`src/rtl/fuse_rd_pkg.sv`:
```
package fuse_rd_pkg;
    typedef enum logic [2:0] {
        ST_IDLE,
        ST_ENTER,
        ST_ADDR,
        ST_STRB,
        ST_HOLD,
        ST_ZERO
    } seq_state_e;
endpackage

```
`src/rtl/fuse_rd_timer.sv`:
```
module fuse_rd_timer #(
    parameter int SETTLE_CYC = 200
) (
    input  logic clk,
    input  logic rst_n,
    input  logic load,
    output logic expired
);
    localparam int TW = (SETTLE_CYC > 1) ? $clog2(SETTLE_CYC) : 1;
    localparam logic [TW-1:0] RELOAD = TW'(SETTLE_CYC - 1);

    logic [TW-1:0] cnt_d, cnt_q;

    always_comb begin
        cnt_d = cnt_q;
        if (load)
            cnt_d = RELOAD;
        else if (cnt_q != '0)
            cnt_d = cnt_q - 1'b1;
    end

    always_ff @(posedge clk or negedge rst_n) begin
        if (!rst_n) cnt_q <= '0;
        else        cnt_q <= cnt_d;
    end

    assign expired = (cnt_q == '0);
endmodule

```
`src/rtl/fuse_rd_fsm.sv`:
```
module fuse_rd_fsm
    import fuse_rd_pkg::*;
#(
    parameter int ADDR_W = 10,
    parameter int DATA_W = 8,
    parameter int CNT_W  = 6
) (
    input  logic              clk,
    input  logic              rst_n,
    input  logic              req_valid,
    input  logic [ADDR_W-1:0] req_offset,
    input  logic [CNT_W-1:0]  req_count,
    input  logic              tmr_expired,
    output logic              tmr_load,
    input  logic [DATA_W-1:0] fz_dout,
    output logic              busy,
    output logic              byte_vld,
    output logic [DATA_W-1:0] byte_data,
    output logic              fz_sel_n,
    output logic              fz_prog_n,
    output logic              fz_rd_en,
    output logic              fz_strobe,
    output logic [ADDR_W-1:0] fz_addr
);
    typedef struct packed {
        seq_state_e        st;
        logic [ADDR_W-1:0] ofs;
        logic [CNT_W-1:0]  left;
        logic              sel_n;
        logic              prog_n;
        logic              rd_en;
        logic              strobe;
        logic [ADDR_W-1:0] addr;
        logic              busy;
        logic              vld;
        logic [DATA_W-1:0] data;
    } seq_regs_t;

    localparam seq_regs_t RST_VAL = '{
        st: ST_IDLE, ofs: '0, left: '0,
        sel_n: 1'b1, prog_n: 1'b1, rd_en: 1'b0, strobe: 1'b0,
        addr: '0, busy: 1'b0, vld: 1'b0, data: '0
    };

    seq_regs_t r_d, r_q;

    always_comb begin
        r_d      = r_q;
        r_d.vld  = 1'b0;
        tmr_load = 1'b0;
        unique case (r_q.st)
            ST_IDLE: begin
                if (req_valid) begin
                    r_d.busy = 1'b1;
                    r_d.ofs  = req_offset;
                    r_d.left = req_count;
                    if (req_count == '0) begin
                        r_d.st = ST_ZERO;
                    end else begin
                        r_d.st     = ST_ENTER;
                        r_d.sel_n  = 1'b0;
                        r_d.prog_n = 1'b1;
                        r_d.rd_en  = 1'b1;
                        r_d.strobe = 1'b0;
                        tmr_load   = 1'b1;
                    end
                end
            end
            ST_ENTER: begin
                if (tmr_expired) begin
                    r_d.st   = ST_ADDR;
                    r_d.addr = r_q.ofs;
                    tmr_load = 1'b1;
                end
            end
            ST_ADDR: begin
                if (tmr_expired) begin
                    r_d.st     = ST_STRB;
                    r_d.strobe = 1'b1;
                    tmr_load   = 1'b1;
                end
            end
            ST_STRB: begin
                if (tmr_expired) begin
                    r_d.st     = ST_HOLD;
                    r_d.strobe = 1'b0;
                    r_d.vld    = 1'b1;
                    r_d.data   = fz_dout;
                    r_d.ofs    = r_q.ofs + 1'b1;
                    r_d.left   = r_q.left - 1'b1;
                    tmr_load   = 1'b1;
                end
            end
            ST_HOLD: begin
                if (tmr_expired) begin
                    if (r_q.left == '0) begin
                        r_d.st     = ST_IDLE;
                        r_d.busy   = 1'b0;
                        r_d.sel_n  = 1'b1;
                        r_d.prog_n = 1'b1;
                        r_d.rd_en  = 1'b0;
                        r_d.strobe = 1'b0;
                    end else begin
                        r_d.st   = ST_ADDR;
                        r_d.addr = r_q.ofs;
                        tmr_load = 1'b1;
                    end
                end
            end
            ST_ZERO: begin
                r_d.st   = ST_IDLE;
                r_d.busy = 1'b0;
            end
            default: r_d = RST_VAL;
        endcase
    end

    always_ff @(posedge clk or negedge rst_n) begin
        if (!rst_n) r_q <= RST_VAL;
        else        r_q <= r_d;
    end

    assign busy      = r_q.busy;
    assign byte_vld  = r_q.vld;
    assign byte_data = r_q.data;
    assign fz_sel_n  = r_q.sel_n;
    assign fz_prog_n = r_q.prog_n;
    assign fz_rd_en  = r_q.rd_en;
    assign fz_strobe = r_q.strobe;
    assign fz_addr   = r_q.addr;
endmodule

```
`src/rtl/fuse_rd_seq.sv`:
```
module fuse_rd_seq #(
    parameter int SETTLE_CYC = 200,
    parameter int ADDR_W     = 10,
    parameter int DATA_W     = 8,
    parameter int CNT_W      = 6
) (
    input  logic              clk,
    input  logic              rst_n,
    input  logic              req_valid,
    input  logic [ADDR_W-1:0] req_offset,
    input  logic [CNT_W-1:0]  req_count,
    output logic              busy,
    output logic              byte_vld,
    output logic [DATA_W-1:0] byte_data,
    output logic              fz_sel_n,
    output logic              fz_prog_n,
    output logic              fz_rd_en,
    output logic              fz_strobe,
    output logic [ADDR_W-1:0] fz_addr,
    input  logic [DATA_W-1:0] fz_dout
);
    logic tmr_load;
    logic tmr_expired;

    fuse_rd_timer #(.SETTLE_CYC(SETTLE_CYC)) u_timer (
        .clk     (clk),
        .rst_n   (rst_n),
        .load    (tmr_load),
        .expired (tmr_expired)
    );

    fuse_rd_fsm #(.ADDR_W(ADDR_W), .DATA_W(DATA_W), .CNT_W(CNT_W)) u_fsm (
        .clk         (clk),
        .rst_n       (rst_n),
        .req_valid   (req_valid),
        .req_offset  (req_offset),
        .req_count   (req_count),
        .tmr_expired (tmr_expired),
        .tmr_load    (tmr_load),
        .fz_dout     (fz_dout),
        .busy        (busy),
        .byte_vld    (byte_vld),
        .byte_data   (byte_data),
        .fz_sel_n    (fz_sel_n),
        .fz_prog_n   (fz_prog_n),
        .fz_rd_en    (fz_rd_en),
        .fz_strobe   (fz_strobe),
        .fz_addr     (fz_addr)
    );
endmodule

```
`config.mk`:
```
export PLATFORM = sky130hd
export DESIGN_NAME = fuse_rd_seq
export DESIGN_NICKNAME = d
export VERILOG_FILES = /design/src/rtl/fuse_rd_pkg.sv /design/src/rtl/fuse_rd_timer.sv /design/src/rtl/fuse_rd_fsm.sv /design/src/rtl/fuse_rd_seq.sv
export SDC_FILE = /design/constraint.sdc
export NUM_CORES = 1
export LEC_CHECK = 0
export ABC_CLOCK_PERIOD_IN_PS = 4200
export BUFFER_PORTS_ARGS = -buffer_cell sky130_fd_sc_hd__buf_2
export CORE_UTILIZATION = 40
export CTS_BUF_LIST = sky130_fd_sc_hd__clkbuf_16
export DETAILED_ROUTE_END_ITERATION = 6
export HOLD_SLACK_MARGIN = 0.03
export PLACE_DENSITY_LB_ADDON = 0.3
export SLEW_MARGIN = 20
export SYNTH_ARGS = -nofsm -noshare
export SYNTH_HDL_FRONTEND = slang
export SYNTH_SLANG_ARGS = --single-unit
export TNS_END_PERCENT = 30
```
`constraint.sdc`:
```
create_clock -name clk -period 4.2 [get_ports clk]
set_clock_uncertainty 0.15 [all_clocks]
set_input_delay 0.42 -clock clk [delete_from_list [all_inputs] [get_ports clk]]
set_output_delay 0.42 -clock clk [all_outputs]
set_load 0.005 [all_outputs]
```
==> run_summary.xml <==
<?xml version="1.0" encoding="UTF-8"?>
<metrics>
  <group name="clock_network">
    <metric name="tritoncts" unit="">built</metric>
    <metric name="clk-insertion-delay-late" unit="ns">0.30</metric>
    <metric name="cts_post_setup_buffers_inserted" unit="">0</metric>
    <metric name="hold_buffers" unit="">0</metric>
    <metric name="cts.reportedPaths.clkPinSlew" unit="ns">0.07</metric>
    <metric name="htree_levels" unit="">2</metric>
    <metric name="clkSinkCount" unit="">50</metric>
    <metric name="post_cts_resized" unit="">0</metric>
    <metric name="cts_inserted_buffers" unit="">5</metric>
    <metric name="clk_root_buffer_cell" unit="">sky130_fd_sc_hd__clkbuf_16</metric>
    <metric name="clock_path_buffers" unit="">2</metric>
  </group>
  <group name="power">
    <metric name="p_int" unit="mW">1.04</metric>
    <metric name="power_frac_seq" unit="">0.441</metric>
    <metric name="power.share.clock" unit="">0.312</metric>
    <metric name="powerDensity" unit="nW/um^2">478</metric>
    <metric name="power.share.switching" unit="">0.324</metric>
    <metric name="switching_power" unit="uW">496</metric>
    <metric name="vdd.ir_drop.worst" unit="mV">0.201</metric>
    <metric name="leakage" unit="nW">1.34</metric>
    <metric name="combinationalPowerShare" unit="">0.247</metric>
  </group>
  <group name="floorplanning">
    <metric name="die_area" unit="um^2">7500</metric>
    <metric name="initial_core_util" unit="">0.417</metric>
    <metric name="die_height" unit="um">86.6</metric>
    <metric name="die_width" unit="um">86.6</metric>
    <metric name="core.rowCount" unit="">30</metric>
    <metric name="core" unit="um^2">6870</metric>
    <metric name="design.portCount" unit="">51</metric>
  </group>
  <group name="global_route">
    <metric name="grt_overflow" unit="">0</metric>
    <metric name="grt_antenna_before_repair" unit="">0</metric>
    <metric name="track_usage" unit="">0.190</metric>
    <metric name="grt_max_degree" unit="">51</metric>
    <metric name="grt_pass1_wl" unit="mm">10.9</metric>
    <metric name="first_global_vias" unit="">2132</metric>
  </group>
  <group name="timing">
    <metric name="timing.hold.ws" unit="ns">-0.0139</metric>
    <metric name="worst_margin_pin_slew" unit="ns">0.945</metric>
    <metric name="remaining_max_slew_budget_at_the_tightest_pin" unit="">0.362</metric>
    <metric name="fin_crit_sh" unit="">0.715</metric>
    <metric name="min_period" unit="ns">3.00</metric>
    <metric name="timing.setup.tns" unit="ns">0</metric>
    <metric name="max_clk_rate" unit="MHz">333</metric>
    <metric name="grt_setup_unrepaired" unit="">no</metric>
    <metric name="final_hold_viol_count" unit="">18</metric>
    <metric name="setup_viol" unit="">0</metric>
    <metric name="max_slew_violations" unit="">0</metric>
  </group>
  <group name="logic_synthesis">
    <metric name="synth-seq-area-share" unit="">0.438</metric>
    <metric name="synth_largest_area_cell" unit="">sky130_fd_sc_hd__dfrtp_1</metric>
    <metric name="synth-edff-count" unit="">0</metric>
    <metric name="synth_cell_area" unit="um^2">2860</metric>
    <metric name="synth_area_per_cell" unit="um^2">9.63</metric>
    <metric name="ys_ff_latch" unit="">50</metric>
    <metric name="yosys_most_used_dff" unit="">sky130_fd_sc_hd__dfrtp_1</metric>
    <metric name="synth_cells" unit="">297</metric>
    <metric name="yosys_warnings" unit="">0</metric>
    <metric name="synth.net_count" unit="">328</metric>
    <metric name="post-synth-top-area-fraction" unit="">0.429</metric>
    <metric name="synth_cell_types" unit="">55</metric>
    <metric name="async_flop_share" unit="">1.00</metric>
    <metric name="netlist_top_cells_area" unit="">sky130_fd_sc_hd__dfrtp_1 43%, sky130_fd_sc_hd__buf_4 5.0%, sky130_fd_sc_hd__o2bb2ai_1 4.0%, sky130_fd_sc_hd__o21ai_0 3.5%, sky130_fd_sc_hd__a22o_1 3.1%</metric>
  </group>
  <group name="hold_path">
    <metric name="hp-class" unit="">primary input to async pin</metric>
  </group>
  <group name="outcome">
    <metric name="outcome" unit="">complete, but fails checks</metric>
    <metric name="failed_checks" unit="">negative hold slack</metric>
  </group>
  <group name="route">
    <metric name="finalWirelength" unit="mm">6.64</metric>
    <metric name="drt-wirelength-per-cell" unit="um">15.8</metric>
    <metric name="drt_pass1_iterations" unit="">4</metric>
    <metric name="average_vias_per_placed_instance" unit="">5.56</metric>
    <metric name="route.detailed.drc" unit="">0</metric>
    <metric name="dr_total_vias" unit="">2329</metric>
    <metric name="antenna_viol_nets_final" unit="">0</metric>
    <metric name="drtIter0Drc" unit="">171</metric>
  </group>
  <group name="cells_and_area">
    <metric name="area_delta_synth_final" unit="%">12.0</metric>
    <metric name="nNetsFinal" unit="">353</metric>
    <metric name="post_route_cells_drive_above_1_share" unit="">0.217</metric>
    <metric name="antennaDiodeCount" unit="">0</metric>
    <metric name="most_common_cell_after_layout_fill_and_taps_aside" unit="">sky130_fd_sc_hd__dfrtp_1</metric>
    <metric name="fill_cells" unit="">667</metric>
    <metric name="layout_common_cells" unit="">49 x sky130_fd_sc_hd__dfrtp_1, 48 x sky130_fd_sc_hd__buf_2, 20 x sky130_fd_sc_hd__o21ai_0</metric>
  </group>
  <group name="critical_path">
    <metric name="critical_path_cell_list" unit="">clkinv_1, nor4_4, nor2_4, mux2_4</metric>
    <metric name="crit_path_max_incr_delay" unit="ns">0.93</metric>
    <metric name="cp-start-kind" unit="">flip-flop</metric>
    <metric name="worst-r2r-cell-count" unit="">4</metric>
    <metric name="end_kind" unit="">flip-flop</metric>
    <metric name="worst_path_max_delay_cell" unit="">sky130_fd_sc_hd__nor4_4</metric>
    <metric name="path_max_fanout" unit="">19</metric>
    <metric name="rrSetupSlack" unit="ns">1.20</metric>
    <metric name="timing.critical_path.required" unit="ns">4.23</metric>
    <metric name="data_arrival_critical_path" unit="ns">3.04</metric>
    <metric name="worstSetupPathType" unit="">flip-flop to flip-flop</metric>
  </group>
  <group name="place">
    <metric name="port_buffers" unit="">49</metric>
    <metric name="routability_cong" unit="">0.888</metric>
    <metric name="place_hpwl" unit="mm">4.64</metric>
  </group>
  <group name="flow_run">
    <metric name="number_of_maximum_capacitance_constraint_violations" unit="">0</metric>
  </group>
</metrics>
-- flip-flops by register name (all words and copies together) (netlist names) --
signal,cells
u_fsm.byte_data,8
u_fsm.r_q,19
u_fsm.fz_strobe,1
u_fsm.fz_sel_n,1
u_fsm.busy,1
u_fsm.byte_vld,1
u_fsm.fz_rd_en,1
u_timer.cnt_q,8
u_fsm.fz_addr,10
-- metrics by stage --
step	cell area, um^2	util	power (mW)	setup WS [ns]	std cells
2_1_floorplan	2860	-	0.971	1.92	297
3_3_place_gp	3030	0.441	1.05	1.31	411
3_5_place_dp	3030	0.441	1.06	1.23	411
4_1_cts	3200	0.466	1.54	1.22	419
5_1_grt	3200	0.466	1.62	1.00	419
6_report	3200	0.466	1.53	1.20	419
-- worst max-delay path: cells and delay by family, from the launching register on --
family / cells / cell delay [ns]
flip-flops: 1 / 0.73
multiplexers: 1 / 0.35
AND/OR/NAND/NOR: 2 / 1.17
buffers and inverters: 1 / 0.47
-- logic make-up (layout without fill, tap and decap cells) --
kind of cell	count (synthesis)	in the layout	synth area share
compound gates	102	102	0.251
simple gates	87	87	0.172
flops	50	50	0.438
buf+inv	45	71	0.0923
mux	5	5	0.0192
fa+ha+maj	4	4	0.0175
xor+xnor	3	3	0.00918
other cells	1	1	0.00131
-- cells in the mapped netlist, types with 2 or more instances --
cell type / count
sky130_fd_sc_hd__o32a_1: 2
sky130_fd_sc_hd__or4_1: 3
sky130_fd_sc_hd__nand3_1: 10
sky130_fd_sc_hd__buf_6: 3
sky130_fd_sc_hd__ha_1: 4
sky130_fd_sc_hd__a32oi_1: 4
sky130_fd_sc_hd__nand4_1: 5
sky130_fd_sc_hd__nor2_4: 2
sky130_fd_sc_hd__mux2i_1: 4
sky130_fd_sc_hd__nor3b_1: 2
sky130_fd_sc_hd__nor3_1: 12
sky130_fd_sc_hd__a2bb2oi_1: 2
sky130_fd_sc_hd__nand2b_1: 3
sky130_fd_sc_hd__nor4_1: 4
sky130_fd_sc_hd__xnor2_1: 3
sky130_fd_sc_hd__nor2_1: 10
sky130_fd_sc_hd__buf_4: 19
sky130_fd_sc_hd__a31oi_1: 4
sky130_fd_sc_hd__o22ai_1: 6
sky130_fd_sc_hd__nor2b_1: 7
sky130_fd_sc_hd__nand3b_1: 2
sky130_fd_sc_hd__o2bb2ai_1: 13
sky130_fd_sc_hd__clkbuf_1: 10
sky130_fd_sc_hd__nand2_1: 17
sky130_fd_sc_hd__or3_1: 3
sky130_fd_sc_hd__dfrtp_1: 49
sky130_fd_sc_hd__a21oi_1: 15
sky130_fd_sc_hd__inv_1: 10
sky130_fd_sc_hd__clkinv_1: 2
sky130_fd_sc_hd__a22o_1: 10
sky130_fd_sc_hd__o21ai_1: 4
sky130_fd_sc_hd__o31ai_1: 2
sky130_fd_sc_hd__a22oi_1: 10
sky130_fd_sc_hd__o21ai_0: 20
-- layout make-up --
type / count / area, um^2 / area share
multi-input combinational: 202 / 1350 / 0.421
clock buffer: 5 / 125 / 0.0390
timing repair buffer: 51 / 263 / 0.0820
inverter: 12 / 45.0 / 0.0141
sequential: 50 / 1250 / 0.391
tap: 96 / 120 / 0.0375
clock inverter: 3 / 48.8 / 0.0152
-- power groups by stage --
| stage | registers (mW) | clock network, mW | logic (mW) |
|---|---|---|---|
| floorplan | 0.646 | 0 | 0.325 |
| global placement | 0.678 | 0 | 0.372 |
| detailed placement | 0.682 | 0 | 0.381 |
| CTS | 0.674 | 0.484 | 0.382 |
| global route | 0.692 | 0.504 | 0.428 |
| finish | 0.675 | 0.478 | 0.378 |
-- final timing paths --
path	to	start
worst max-delay path	u_fsm.r_q[30]	u_fsm.r_q[41]
worst max register to register	u_fsm.r_q[30]	u_fsm.r_q[41]
min in group clk	u_fsm.byte_data[0]	fz_dout[0]
worst min-delay path	u_fsm.fz_addr[0]	rst_n
max in group asynchronous	u_fsm.r_q[42]	rst_n
worst min register to register	u_fsm.fz_addr[6]	u_fsm.fz_addr[6]
-- metal layers --
metal | vias up | part of all wire | GRT usage | wire length [um]
li1 | 1148 | - | - | -
met1 | 1115 | 0.48 | 0.271 | 3190
met2 | 61 | 0.46 | 0.296 | 3080
met3 | 5 | 0.045 | 0.0333 | 298
met4 | 0 | 0.011 | 0.0591 | 74
met5 | - | 0 | 0 | 0
Note: power is estimated with default switching activity, not from simulation.
